`src/rtl/shut_pkg.sv`:
```
package shut_pkg;
   typedef enum logic [1:0] {
      SHUT_OFF   = 2'b00,
      SHUT_VAR   = 2'b01,
      SHUT_DRAIN = 2'b10,
      SHUT_RSVD  = 2'b11
   } shut_mode_e;

   typedef enum logic [1:0] {
      PS_IDLE = 2'b00,
      PS_WAIT = 2'b01,
      PS_ACT  = 2'b10
   } pulse_st_e;
endpackage

```
`src/rtl/shut_line_ctr.sv`:
```
module shut_line_ctr #(
   parameter int LINE_W = 10
) (
   input  logic              clk,
   input  logic              rst_n,
   input  logic              field_start,
   input  logic              line_start,
   output logic [LINE_W-1:0] line_idx,
   output logic              field_valid
);
   localparam logic [LINE_W-1:0] LINE_MAX = '1;

   always_ff @(posedge clk or negedge rst_n) begin
      if (!rst_n) begin
         line_idx    <= '0;
         field_valid <= 1'b0;
      end else if (field_start) begin
         line_idx    <= '0;
         field_valid <= 1'b1;
      end else if (line_start && line_idx != LINE_MAX) begin
         line_idx <= line_idx + 1'b1;
      end
   end
endmodule

```
`src/rtl/shut_setting_reg.sv`:
```
module shut_setting_reg import shut_pkg::*; #(
   parameter int LINE_W = 10
) (
   input  logic              clk,
   input  logic              rst_n,
   input  logic              field_start,
   input  logic [1:0]        mode_in,
   input  logic [LINE_W-1:0] lines_in,
   output shut_mode_e        mode_q,
   output logic [LINE_W-1:0] lines_q
);
   always_ff @(posedge clk or negedge rst_n) begin
      if (!rst_n) begin
         mode_q  <= SHUT_OFF;
         lines_q <= '0;
      end else if (field_start) begin
         mode_q  <= shut_mode_e'(mode_in);
         lines_q <= lines_in;
      end
   end
endmodule

```
`src/rtl/shut_line_qual.sv`:
```
module shut_line_qual import shut_pkg::*; #(
   parameter int LINE_W  = 10,
   parameter int RO_LINE = 310
) (
   input  logic [LINE_W-1:0] line_idx,
   input  logic [LINE_W-1:0] lines_q,
   input  shut_mode_e        mode_q,
   input  logic              field_valid,
   output logic              pulse_ok,
   output logic              ro_ok
);
   localparam int SW = LINE_W + 1;
   localparam logic [LINE_W-1:0] RO_IDX    = LINE_W'(RO_LINE);
   localparam logic [LINE_W-1:0] GUARD_IDX = LINE_W'(RO_LINE + 1);
   localparam logic [SW-1:0]     RO_EXT    = SW'(RO_LINE);

   logic          guard;
   logic [SW-1:0] reach;
   logic          in_window;

   assign guard     = (line_idx == RO_IDX) || (line_idx == GUARD_IDX);
   assign reach     = {1'b0, line_idx} + {1'b0, lines_q};
   assign in_window = (lines_q != '0) && (reach <= RO_EXT);

   always_comb begin
      pulse_ok = 1'b0;
      unique case (mode_q)
         SHUT_VAR:   pulse_ok = in_window;
         SHUT_DRAIN: pulse_ok = 1'b1;
         default:    pulse_ok = 1'b0;
      endcase
      pulse_ok = pulse_ok && !guard && field_valid;
   end

   assign ro_ok = field_valid && (line_idx == RO_IDX) && (mode_q != SHUT_DRAIN);
endmodule

```
`src/rtl/shut_pulse_gen.sv`:
```
module shut_pulse_gen import shut_pkg::*; #(
   parameter int SUB_DELAY = 4,
   parameter int SUB_WIDTH = 12
) (
   input  logic clk,
   input  logic rst_n,
   input  logic hblank,
   input  logic clear,
   input  logic start_ok,
   output logic sub_o
);
   localparam int SPAN = (SUB_DELAY > SUB_WIDTH) ? SUB_DELAY : SUB_WIDTH;
   localparam int CW   = (SPAN < 2) ? 1 : $clog2(SPAN + 1);
   localparam logic [CW-1:0] WID_LAST = CW'(SUB_WIDTH - 1);

   pulse_st_e     state;
   pulse_st_e     first_st;
   logic [CW-1:0] first_cnt;
   logic [CW-1:0] cnt;
   logic          hb_d;
   logic          rise;

   generate
      if (SUB_DELAY == 0) begin : g_no_delay
         assign first_st  = PS_ACT;
         assign first_cnt = WID_LAST;
      end else begin : g_delay
         assign first_st  = PS_WAIT;
         assign first_cnt = CW'(SUB_DELAY - 1);
      end
   endgenerate

   assign rise = hblank && !hb_d;

   always_ff @(posedge clk or negedge rst_n) begin
      if (!rst_n) begin
         state <= PS_IDLE;
         cnt   <= '0;
         hb_d  <= 1'b0;
      end else begin
         hb_d <= hblank;
         if (!hblank || clear) begin
            state <= PS_IDLE;
            cnt   <= '0;
         end else begin
            unique case (state)
               PS_IDLE: if (rise && start_ok) begin
                  state <= first_st;
                  cnt   <= first_cnt;
               end
               PS_WAIT: if (cnt == '0) begin
                  state <= PS_ACT;
                  cnt   <= WID_LAST;
               end else begin
                  cnt <= cnt - 1'b1;
               end
               PS_ACT: if (cnt == '0) begin
                  state <= PS_IDLE;
               end else begin
                  cnt <= cnt - 1'b1;
               end
               default: state <= PS_IDLE;
            endcase
         end
      end
   end

   assign sub_o = (state == PS_ACT) && hblank;
endmodule

```
`src/rtl/sub_shutter_ctrl.sv`:
```
module sub_shutter_ctrl import shut_pkg::*; #(
   parameter int LINE_W    = 10,
   parameter int RO_LINE   = 310,
   parameter int SUB_DELAY = 4,
   parameter int SUB_WIDTH = 12
) (
   input  logic              clk,
   input  logic              rst_n,
   input  logic              field_start,
   input  logic              line_start,
   input  logic              hblank,
   input  logic [1:0]        mode_sel,
   input  logic [LINE_W-1:0] shutter_lines,
   output logic              sub_req,
   output logic              readout_req
);
   localparam int LINE_TOP = (1 << LINE_W) - 1;

   generate
      if (LINE_W < 2) begin : g_bad_width
         $error("sub_shutter_ctrl: LINE_W must be at least 2");
      end
      if (RO_LINE + 2 > LINE_TOP) begin : g_bad_ro
         $error("sub_shutter_ctrl: RO_LINE+2 must fit below the line counter limit");
      end
      if (SUB_WIDTH < 1) begin : g_bad_pw
         $error("sub_shutter_ctrl: SUB_WIDTH must be at least 1");
      end
      if (SUB_DELAY < 0) begin : g_bad_dly
         $error("sub_shutter_ctrl: SUB_DELAY must not be negative");
      end
   endgenerate

   logic [LINE_W-1:0] line_idx;
   logic              field_valid;
   shut_mode_e        mode_q;
   logic [LINE_W-1:0] lines_q;
   logic              pulse_ok;
   logic              ro_ok;

   shut_line_ctr #(.LINE_W(LINE_W)) u_line (
      .clk(clk), .rst_n(rst_n), .field_start(field_start), .line_start(line_start),
      .line_idx(line_idx), .field_valid(field_valid)
   );

   shut_setting_reg #(.LINE_W(LINE_W)) u_set (
      .clk(clk), .rst_n(rst_n), .field_start(field_start), .mode_in(mode_sel),
      .lines_in(shutter_lines), .mode_q(mode_q), .lines_q(lines_q)
   );

   shut_line_qual #(.LINE_W(LINE_W), .RO_LINE(RO_LINE)) u_qual (
      .line_idx(line_idx), .lines_q(lines_q), .mode_q(mode_q), .field_valid(field_valid),
      .pulse_ok(pulse_ok), .ro_ok(ro_ok)
   );

   shut_pulse_gen #(.SUB_DELAY(SUB_DELAY), .SUB_WIDTH(SUB_WIDTH)) u_pulse (
      .clk(clk), .rst_n(rst_n), .hblank(hblank), .clear(line_start || field_start),
      .start_ok(pulse_ok), .sub_o(sub_req)
   );

   assign readout_req = ro_ok && hblank;
endmodule

```
`config.mk`:
```
export PLATFORM = sky130hd
export DESIGN_NAME = sub_shutter_ctrl
export DESIGN_NICKNAME = d
export VERILOG_FILES = /design/src/rtl/shut_pkg.sv /design/src/rtl/shut_line_ctr.sv /design/src/rtl/shut_setting_reg.sv /design/src/rtl/shut_line_qual.sv /design/src/rtl/shut_pulse_gen.sv /design/src/rtl/sub_shutter_ctrl.sv
export SDC_FILE = /design/constraint.sdc
export NUM_CORES = 1
export LEC_CHECK = 0
export ABC_AREA = 1
export BUFFER_PORTS_ARGS = -buffer_cell sky130_fd_sc_hd__clkbuf_2
export CORE_ASPECT_RATIO = 0.5
export CORE_UTILIZATION = 50
export CTS_CLUSTER_SIZE = 12
export DETAILED_ROUTE_END_ITERATION = 8
export PLACE_DENSITY_LB_ADDON = 0.15
export SLEW_MARGIN = 20
export SYNTH_ARGS = -nofsm -noshare
export SYNTH_HDL_FRONTEND = slang
export SYNTH_SLANG_ARGS = --single-unit
export TNS_END_PERCENT = 100
```
`constraint.sdc`:
```
create_clock -name clk -period 2.9 [get_ports clk]
set_input_delay 0.145 -clock clk [delete_from_list [all_inputs] [get_ports clk]]
set_output_delay 0.145 -clock clk [all_outputs]
set_load 0.01 [all_outputs]
```
==> run_summary.xml, run 1 <==
<?xml version="1.0" encoding="UTF-8"?>
<metrics>
  <group name="status">
    <metric name="status" unit="">finished clean</metric>
  </group>
  <group name="synth">
    <metric name="synth-edff-count" unit="">0</metric>
    <metric name="post_synth_main_area_contributors" unit="">sky130_fd_sc_hd__dfrtp_1 34%, sky130_fd_sc_hd__nand2_1 17%, sky130_fd_sc_hd__ha_1 11%, sky130_fd_sc_hd__inv_1 9.5%, sky130_fd_sc_hd__nand3_1 5.7%</metric>
    <metric name="ys_warn_count" unit="">0</metric>
    <metric name="yosysSeqAreaShare" unit="%">34.4</metric>
    <metric name="mapped_area" unit="um2">2180</metric>
    <metric name="mappedNetlistNets" unit="">350</metric>
    <metric name="synth_area_per_cell" unit="um2">6.96</metric>
    <metric name="synthDistinctLibCells" unit="">26</metric>
    <metric name="ys_ff_latch" unit="">30</metric>
    <metric name="yosys.cell_count.top_type" unit="">sky130_fd_sc_hd__nand2_1</metric>
    <metric name="synthTopCellsByCount" unit="">98 x sky130_fd_sc_hd__nand2_1, 55 x sky130_fd_sc_hd__inv_1, 30 x sky130_fd_sc_hd__dfrtp_1</metric>
    <metric name="synthDominantCellAreaShare" unit="%">34.4</metric>
    <metric name="synthFlopType" unit="">sky130_fd_sc_hd__dfrtp_1</metric>
    <metric name="syn-instance-count" unit="">313</metric>
    <metric name="fraction_of_synthesis_flops_using_an_asynchronous_set_or_reset_pin" unit="%">100</metric>
    <metric name="yosysTopAreaCell" unit="">sky130_fd_sc_hd__dfrtp_1</metric>
  </group>
  <group name="power_and_ir_drop">
    <metric name="totalPowerFinal" unit="mW">0.973</metric>
    <metric name="total_leakage_power" unit="nW">1.38</metric>
    <metric name="powerDensity" unit="nW/um2">401</metric>
    <metric name="irDropWorstVdd" unit="V">0.000210</metric>
  </group>
  <group name="clocking">
    <metric name="clock_transition_time_at_the_flip_flop_clock_pins_of_the_worst_setup_and_hold_paths" unit="ns">0.07</metric>
    <metric name="cts_root_buf" unit="">sky130_fd_sc_hd__clkbuf_8</metric>
    <metric name="tritoncts_clock_tree" unit="">yes</metric>
    <metric name="ctsLongestPathBuffers" unit="">2</metric>
    <metric name="clock_sinks" unit="">30</metric>
    <metric name="post_cts_resize_count" unit="">0</metric>
    <metric name="clock_insertion_delay_at_the_later_pin_of_the_skew_report" unit="ns">0.28</metric>
    <metric name="htree_num_levels" unit="">2</metric>
    <metric name="cts_inserted_buffers" unit="">5</metric>
  </group>
  <group name="critical_path">
    <metric name="cp_slowest_stage_delay" unit="ns">0.38</metric>
    <metric name="setup.worst_path.end_class" unit="">flip-flop</metric>
    <metric name="cp_top_family" unit="">simple AND/OR/NAND/NOR gates</metric>
    <metric name="cp_cell_sequence" unit="">ha_1 &gt; inv_1 &gt; fa_1 &gt; inv_1 &gt; nand3_1 &gt; nand2_1 &gt; nand2_2 &gt; nand2_2 &gt; nand2_1 &gt; nand2_1 &gt; nand3_1 &gt; nand2_1 &gt; nand2_1 &gt; nand2_1 &gt; nand2_2 &gt; nand2_4 &gt; nand2_4 &gt; nand2_1 &gt; nand2_1</metric>
    <metric name="start_kind" unit="">flip-flop</metric>
    <metric name="setup.worst_path.class" unit="">flip-flop to flip-flop</metric>
    <metric name="worstPathMaxFanout" unit="">8</metric>
    <metric name="timing.critical_path.slowest_stage_cell" unit="">sky130_fd_sc_hd__dfrtp_1</metric>
    <metric name="timing.critical_path.mode_cell" unit="">sky130_fd_sc_hd__nand2_1</metric>
    <metric name="cp.buffers_inverters" unit="">2</metric>
    <metric name="worstPathRequired" unit="ns">3.06</metric>
    <metric name="cp.arrival" unit="ns">2.55</metric>
  </group>
  <group name="sta">
    <metric name="post-route-min-period" unit="ns">2.39</metric>
    <metric name="setup_viol" unit="">0</metric>
    <metric name="grt_setup_unrepaired" unit="">false</metric>
    <metric name="worst_clock_skew" unit="ns">0.00897</metric>
    <metric name="period_share" unit="%">82.4</metric>
    <metric name="relSlewSlack" unit="%">50.4</metric>
    <metric name="worst_slew_pin_slew" unit="ns">0.744</metric>
    <metric name="final_max_slew_viol_count" unit="">0</metric>
    <metric name="hold-worst-slack" unit="ns">0.0343</metric>
    <metric name="totalNegativeSetupSlack" unit="ns">0</metric>
    <metric name="hold_violations" unit="">0</metric>
    <metric name="timing.fmax" unit="GHz">0.419</metric>
    <metric name="setup_slack" unit="ns">0.511</metric>
  </group>
  <group name="floorplanning">
    <metric name="dieArea" unit="um2">4640</metric>
    <metric name="chipWidth" unit="um">95.4</metric>
    <metric name="start_util" unit="%">53.9</metric>
    <metric name="ioPinCount" unit="">19</metric>
    <metric name="chipHeight" unit="um">48.7</metric>
    <metric name="rows" unit="">16</metric>
    <metric name="core_region_area" unit="um2">4040</metric>
  </group>
  <group name="drt">
    <metric name="vias_per_cell" unit="">5.15</metric>
    <metric name="detailed_route_wire_length" unit="um">4780</metric>
    <metric name="drcViolationCount" unit="">0</metric>
    <metric name="drt-pass1-iter-count" unit="">4</metric>
    <metric name="ant_nets" unit="">0</metric>
    <metric name="drtIter0Drc" unit="">124</metric>
    <metric name="avgRoutedWirePerCell" unit="um">12.2</metric>
    <metric name="via_count" unit="">2015</metric>
  </group>
  <group name="layout">
    <metric name="flow.area_growth_from_synthesis" unit="%">11.4</metric>
    <metric name="insertedDiodeCount" unit="">0</metric>
    <metric name="final_nets" unit="">373</metric>
    <metric name="fin_area" unit="um2">2430</metric>
    <metric name="layout-drive-gt1-share" unit="%">10.4</metric>
  </group>
  <group name="placement">
    <metric name="io_buffers" unit="">18</metric>
    <metric name="placedInstanceArea" unit="um2">2330</metric>
    <metric name="dp_worst_setup_slack" unit="ns">0.536</metric>
    <metric name="finalWeightedCongestion" unit="">0.806</metric>
    <metric name="detailed_place_hpwl" unit="um">3810</metric>
  </group>
  <group name="flow_run">
    <metric name="drv.max_cap_violation_count" unit="">0</metric>
  </group>
  <group name="min_path">
    <metric name="min_path_type" unit="">input port to flip-flop</metric>
  </group>
  <group name="global_routing">
    <metric name="grt_antenna_before_repair" unit="">0</metric>
    <metric name="grt_usage" unit="%">23.8</metric>
    <metric name="first_global_vias" unit="">1947</metric>
    <metric name="globalRoute.totalOverflow" unit="">0</metric>
    <metric name="grt_pass1_wl" unit="um">8380</metric>
    <metric name="grt_start_max_net_pins" unit="">31</metric>
  </group>
</metrics>
[power breakdown]
part	internal, mW	leakage, nW	switching, mW	total (mW)
Clock	0.191	0.0482	0.149	0.340
Combinational	0.0651	0.942	0.110	0.175
Sequential	0.439	0.386	0.0177	0.457
Total	0.695	1.38	0.277	0.973
[what timing repair did]
action,4_1_cts,5_1_grt
buffers inserted,0,0
hold buffers,1,0
endpoints found under the hold margin,30,0
[placed cells by master, fill, tap and decap left out, drive strengths merged]
cell type,synthesis,routed
dfrtp,30,30
nand3b,3,3
a21oi,16,16
o211ai,2,2
ha,19,19
a211oi,1,1
a21boi,1,1
nand4,3,3
nand2,105,105
clkinv,0,1
a41oi,1,1
nor3,8,8
clkbuf,3,25
o21ai,11,11
xor2,2,2
fa,1,1
nand3,26,26
inv,56,56
nor4,4,4
o2111a,1,1
a22o,1,1
dlygate4sd3,0,1
nor2,19,19
[worst paths after layout]
| check | endpoint | cells after the start | startpoint | slack, ns |
|---|---|---|---|---|
| max | u_pulse.cnt[0] | 19 | u_line.line_idx[0] | 0.51 |
| min | u_pulse.hb_d | 1 | hblank | 0.03 |
| max reg2reg | u_pulse.cnt[0] | 19 | u_line.line_idx[0] | 0.51 |
| min reg2reg | u_line.field_valid | 2 | u_line.field_valid | 0.48 |
| max in group asynchronous | u_set.lines_q[7] | 2 | rst_n | 1.96 |
| min in group asynchronous | u_set.lines_q[2] | 2 | rst_n | 0.47 |
[sequential cells by signal (all words and copies together), names as in the netlist]
signal,flops
u_pulse.hb_d,1
u_line.field_valid,1
u_set.lines_q,10
u_set.mode_q,2
u_line.line_idx,10
u_pulse.cnt,4
u_pulse.state,2
[per-stage QoR]
stage	cells	util, %
after floorplan	313	-
after global placement	382	57.5
after detailed placement	382	57.5
after CTS	391	60.0
after global routing	391	60.0
final	391	60.0
[per-layer routing]
layer	track usage, %	wire (um)
met3	5.66	279
met5	0	0
met4	4.98	8
met2	38.3	2140
met1	32.6	2360
[area by class of cell]
| cell class | instances | area, um2 |
|---|---|---|
| sequential | 30 | 751 |
| clock buffer | 7 | 86.3 |
| tap | 54 | 67.6 |
| fill | 372 | 1620 |
| multi-input combinational | 224 | 1210 |
| inverter | 56 | 210 |
| clock inverter | 1 | 5.00 |
| timing repair buffer | 19 | 100 |
[cell families (layout without fill, tap and decap cells)]
logic type / after synthesis / count (layout) / share of synthesized area (%)
AO/OA/AOI/OAI: 34 / 34 / 9.07
XOR/XNOR: 2 / 2 / 0.804
flip-flops: 30 / 30 / 34.4
AND/OR/NAND/NOR: 168 / 168 / 33.7
buffers and inverters: 59 / 83 / 10.2
adder cells (fa/ha/maj): 20 / 20 / 11.8
No activity file was read; power rests on OpenSTA's default activity.
==> inputs of run 2 (changes only) <==
- ABC_AREA: 1 -> 0
- clock period: 2.9 -> 1.95 ns (I/O delays scaled with it)
==> run 2 against run 1 <==
The run now ends with negative setup slack left; combinational power grew 100%; first-iteration DRC count shrank 45%; final area grew 18%; sequential power grew 48%; highest routed layer unchanged.
==> run_summary.xml, run 2 <==
<?xml version="1.0" encoding="UTF-8"?>
<metrics>
  <group name="layout">
    <metric name="area.sequential" unit="um2">751</metric>
    <metric name="final_cell_mix" unit="">48 x sky130_fd_sc_hd__buf_4, 30 x sky130_fd_sc_hd__dfrtp_1, 25 x sky130_fd_sc_hd__nor2_1</metric>
    <metric name="n_fill_cell" unit="">310</metric>
    <metric name="layout_top_registers" unit="">u_line.line_idx x10, u_set.lines_q x10, u_pulse.cnt x4</metric>
    <metric name="multi_input_comb_area" unit="um2">1400</metric>
    <metric name="insertedDiodeCount" unit="">0</metric>
    <metric name="layout-drive-gt1-share" unit="%">40.3</metric>
    <metric name="final_nets" unit="">331</metric>
    <metric name="mostFrequentLayoutCell" unit="">sky130_fd_sc_hd__buf_4</metric>
    <metric name="flow.area_growth_from_synthesis" unit="%">38.2</metric>
    <metric name="final-instance-count-excl-fill" unit="">349</metric>
    <metric name="fin_area" unit="um2">2860</metric>
  </group>
  <group name="synth">
    <metric name="yosys.cell_count.top_type" unit="">sky130_fd_sc_hd__dfrtp_1</metric>
    <metric name="mapped_area" unit="um2">2070</metric>
    <metric name="synth-edff-count" unit="">0</metric>
    <metric name="ys_ff_latch" unit="">30</metric>
    <metric name="yosysSeqAreaShare" unit="%">36.3</metric>
    <metric name="synthTopCellsByCount" unit="">30 x sky130_fd_sc_hd__dfrtp_1, 26 x sky130_fd_sc_hd__nor2_1, 19 x sky130_fd_sc_hd__ha_1</metric>
    <metric name="ys_warn_count" unit="">0</metric>
    <metric name="synthDominantCellAreaShare" unit="%">36.3</metric>
    <metric name="yosysTopAreaCell" unit="">sky130_fd_sc_hd__dfrtp_1</metric>
    <metric name="synthDistinctLibCells" unit="">50</metric>
    <metric name="post_synth_main_area_contributors" unit="">sky130_fd_sc_hd__dfrtp_1 36%, sky130_fd_sc_hd__ha_1 11%, sky130_fd_sc_hd__mux2_2 5.4%, sky130_fd_sc_hd__nor2_1 4.7%, sky130_fd_sc_hd__xor2_1 3.4%</metric>
    <metric name="syn-instance-count" unit="">220</metric>
    <metric name="mappedNetlistNets" unit="">257</metric>
    <metric name="fraction_of_synthesis_flops_using_an_asynchronous_set_or_reset_pin" unit="%">100</metric>
    <metric name="synth_area_per_cell" unit="um2">9.40</metric>
    <metric name="synthFlopType" unit="">sky130_fd_sc_hd__dfrtp_1</metric>
  </group>
  <group name="critical_path">
    <metric name="setup.worst_path.end_class" unit="">flip-flop</metric>
    <metric name="worstPathMaxFanout" unit="">6</metric>
    <metric name="cp.arrival" unit="ns">2.69</metric>
    <metric name="worstPathRequired" unit="ns">2.12</metric>
    <metric name="start_kind" unit="">flip-flop</metric>
    <metric name="setup.worst_path.class" unit="">flip-flop to flip-flop</metric>
  </group>
  <group name="global_routing">
    <metric name="grt_pass1_wl" unit="um">8220</metric>
    <metric name="first_global_vias" unit="">1754</metric>
    <metric name="globalRoute.totalOverflow" unit="">0</metric>
    <metric name="grt_antenna_before_repair" unit="">0</metric>
    <metric name="grt_start_max_net_pins" unit="">31</metric>
    <metric name="grt_usage" unit="%">25.0</metric>
  </group>
  <group name="sta">
    <metric name="worst_clock_skew" unit="ns">0.00664</metric>
    <metric name="hold-worst-slack" unit="ns">0.0206</metric>
    <metric name="post-route-min-period" unit="ns">2.52</metric>
    <metric name="final_max_slew_viol_count" unit="">0</metric>
    <metric name="grt_setup_unrepaired" unit="">true</metric>
    <metric name="timing.fmax" unit="GHz">0.397</metric>
    <metric name="worst_slew_pin_slew" unit="ns">0.784</metric>
    <metric name="setup_viol" unit="">6</metric>
    <metric name="period_share" unit="%">129</metric>
    <metric name="hold_violations" unit="">0</metric>
    <metric name="relSlewSlack" unit="%">47.7</metric>
    <metric name="setup_slack" unit="ns">-0.571</metric>
  </group>
  <group name="floorplanning">
    <metric name="ioPinCount" unit="">19</metric>
    <metric name="chipWidth" unit="um">93.0</metric>
    <metric name="rows" unit="">16</metric>
    <metric name="chipHeight" unit="um">47.5</metric>
    <metric name="dieArea" unit="um2">4410</metric>
    <metric name="start_util" unit="%">52.7</metric>
    <metric name="core_region_area" unit="um2">3920</metric>
  </group>
  <group name="clocking">
    <metric name="htree_num_levels" unit="">2</metric>
    <metric name="cts_inserted_buffers" unit="">5</metric>
    <metric name="cts_root_buf" unit="">sky130_fd_sc_hd__clkbuf_8</metric>
    <metric name="tritoncts_clock_tree" unit="">yes</metric>
    <metric name="clock_insertion_delay_at_the_later_pin_of_the_skew_report" unit="ns">0.28</metric>
    <metric name="ctsLongestPathBuffers" unit="">2</metric>
    <metric name="clock_sinks" unit="">30</metric>
    <metric name="clock_transition_time_at_the_flip_flop_clock_pins_of_the_worst_setup_and_hold_paths" unit="ns">0.07</metric>
  </group>
  <group name="placement">
    <metric name="placedCellCount" unit="">334</metric>
    <metric name="detailed_place_hpwl" unit="um">3820</metric>
    <metric name="dp_worst_setup_slack" unit="ns">-0.553</metric>
    <metric name="placedInstanceArea" unit="um2">2610</metric>
    <metric name="io_buffers" unit="">18</metric>
    <metric name="finalWeightedCongestion" unit="">0.882</metric>
  </group>
  <group name="flow_run">
    <metric name="drv.max_cap_violation_count" unit="">0</metric>
  </group>
  <group name="drt">
    <metric name="detailed_route_wire_length" unit="um">5300</metric>
    <metric name="dr_wl_met3" unit="um">230</metric>
    <metric name="via_count" unit="">1920</metric>
    <metric name="drt-pass1-iter-count" unit="">4</metric>
    <metric name="wl_met1" unit="um">2540</metric>
    <metric name="drtIter0Drc" unit="">68</metric>
    <metric name="routed.top_layer" unit="">met4</metric>
    <metric name="avgRoutedWirePerCell" unit="um">15.2</metric>
    <metric name="ant_nets" unit="">0</metric>
    <metric name="vias_per_cell" unit="">5.50</metric>
    <metric name="wl_met2" unit="um">2500</metric>
    <metric name="drcViolationCount" unit="">0</metric>
  </group>
  <group name="status">
    <metric name="violations" unit="">negative setup slack</metric>
    <metric name="status" unit="">finished, violations left</metric>
  </group>
  <group name="min_path">
    <metric name="min_path_type" unit="">input port to flip-flop</metric>
  </group>
  <group name="power_and_ir_drop">
    <metric name="totalPowerFinal" unit="mW">1.55</metric>
    <metric name="powerDensity" unit="nW/um2">543</metric>
    <metric name="irDropWorstVdd" unit="V">0.000391</metric>
    <metric name="total_leakage_power" unit="nW">1.33</metric>
  </group>
</metrics>
-- run 2: power breakdown --
| part | total (mW) | switching, mW | internal, mW | leakage, nW |
|---|---|---|---|---|
| clock network | 0.526 | 0.241 | 0.285 | 0.0482 |
| registers | 0.676 | 0.0226 | 0.653 | 0.384 |
| logic | 0.351 | 0.175 | 0.176 | 0.896 |
-- run 2: critical path, stage by stage (launching register included) --
cell and delay [ns]:
sky130_fd_sc_hd__dfrtp_1 0.36, sky130_fd_sc_hd__ha_2 0.19, sky130_fd_sc_hd__inv_2 0.04, sky130_fd_sc_hd__fa_2 0.34, sky130_fd_sc_hd__nand2b_4 0.17, sky130_fd_sc_hd__a21oi_4 0.18, sky130_fd_sc_hd__o31ai_4 0.08, sky130_fd_sc_hd__and4b_1 0.19
sky130_fd_sc_hd__mux2_4 0.30, sky130_fd_sc_hd__a22oi_2 0.19, sky130_fd_sc_hd__a21oi_1 0.10, sky130_fd_sc_hd__o221a_2 0.27
-- run 2: metrics by stage --
step | setup TNS [ns] | utilization, %
floorplan | -2.49 | -
global placement | -2.78 | 66.5
detailed placement | -3.13 | 66.5
finish | -3.26 | 72.8
global route | -4.31 | 72.8
CTS | -3.01 | 70.2
-- run 2: area by class of cell --
class,count,share of cell area (%)
tap,54,2.36
clock buffer,7,3.02
inverter,14,1.84
timing repair buffer,70,17.3
multi-input combinational,173,49.1
sequential,30,26.3
clock inverter,1,0.175
-- run 2: layer usage --
metal	vias up	global-route usage, %
li1	946	-
met2	41	43.2
met1	927	34.0
met5	-	0
met4	0	3.38
met3	6	5.71
-- run 2: final timing paths --
| check | from | to | slack, ns | depth (start not counted) |
|---|---|---|---|---|
| hold / removal | shutter_lines[1] | u_set.lines_q[1] | 0.02 | 3 |
| hold reg to reg | u_line.field_valid | u_line.field_valid | 0.48 | 1 |
| setup / recovery | u_line.line_idx[0] | u_pulse.cnt[3] | -0.57 | 11 |
| setup reg to reg | u_line.line_idx[0] | u_pulse.cnt[3] | -0.57 | 11 |
| max in group asynchronous | rst_n | u_line.line_idx[0] | 1.02 | 2 |
| min in group asynchronous | rst_n | u_set.lines_q[6] | 0.43 | 2 |
-- run 2: cells by family after synthesis --
| family | after synthesis | share of synthesized area, % |
|---|---|---|
| simple gates | 80 | 20.1 |
| flops | 30 | 36.3 |
| buf+inv | 17 | 3.09 |
| mux | 10 | 5.44 |
| compound gates | 51 | 17.5 |
| xor+xnor | 12 | 5.08 |
| fa+ha+maj | 20 | 12.5 |
-- run 2: repair_timing --
| action | 4_1_cts | 5_1_grt |
|---|---|---|
| hold endpoints to repair | 31 | 0 |
| buffers inserted | 2 | 5 |
| hold buffers | 2 | 0 |
| setup endpoints to repair | 7 | 12 |
| resized for setup | 7 | 16 |
| pin swaps | 6 | 10 |
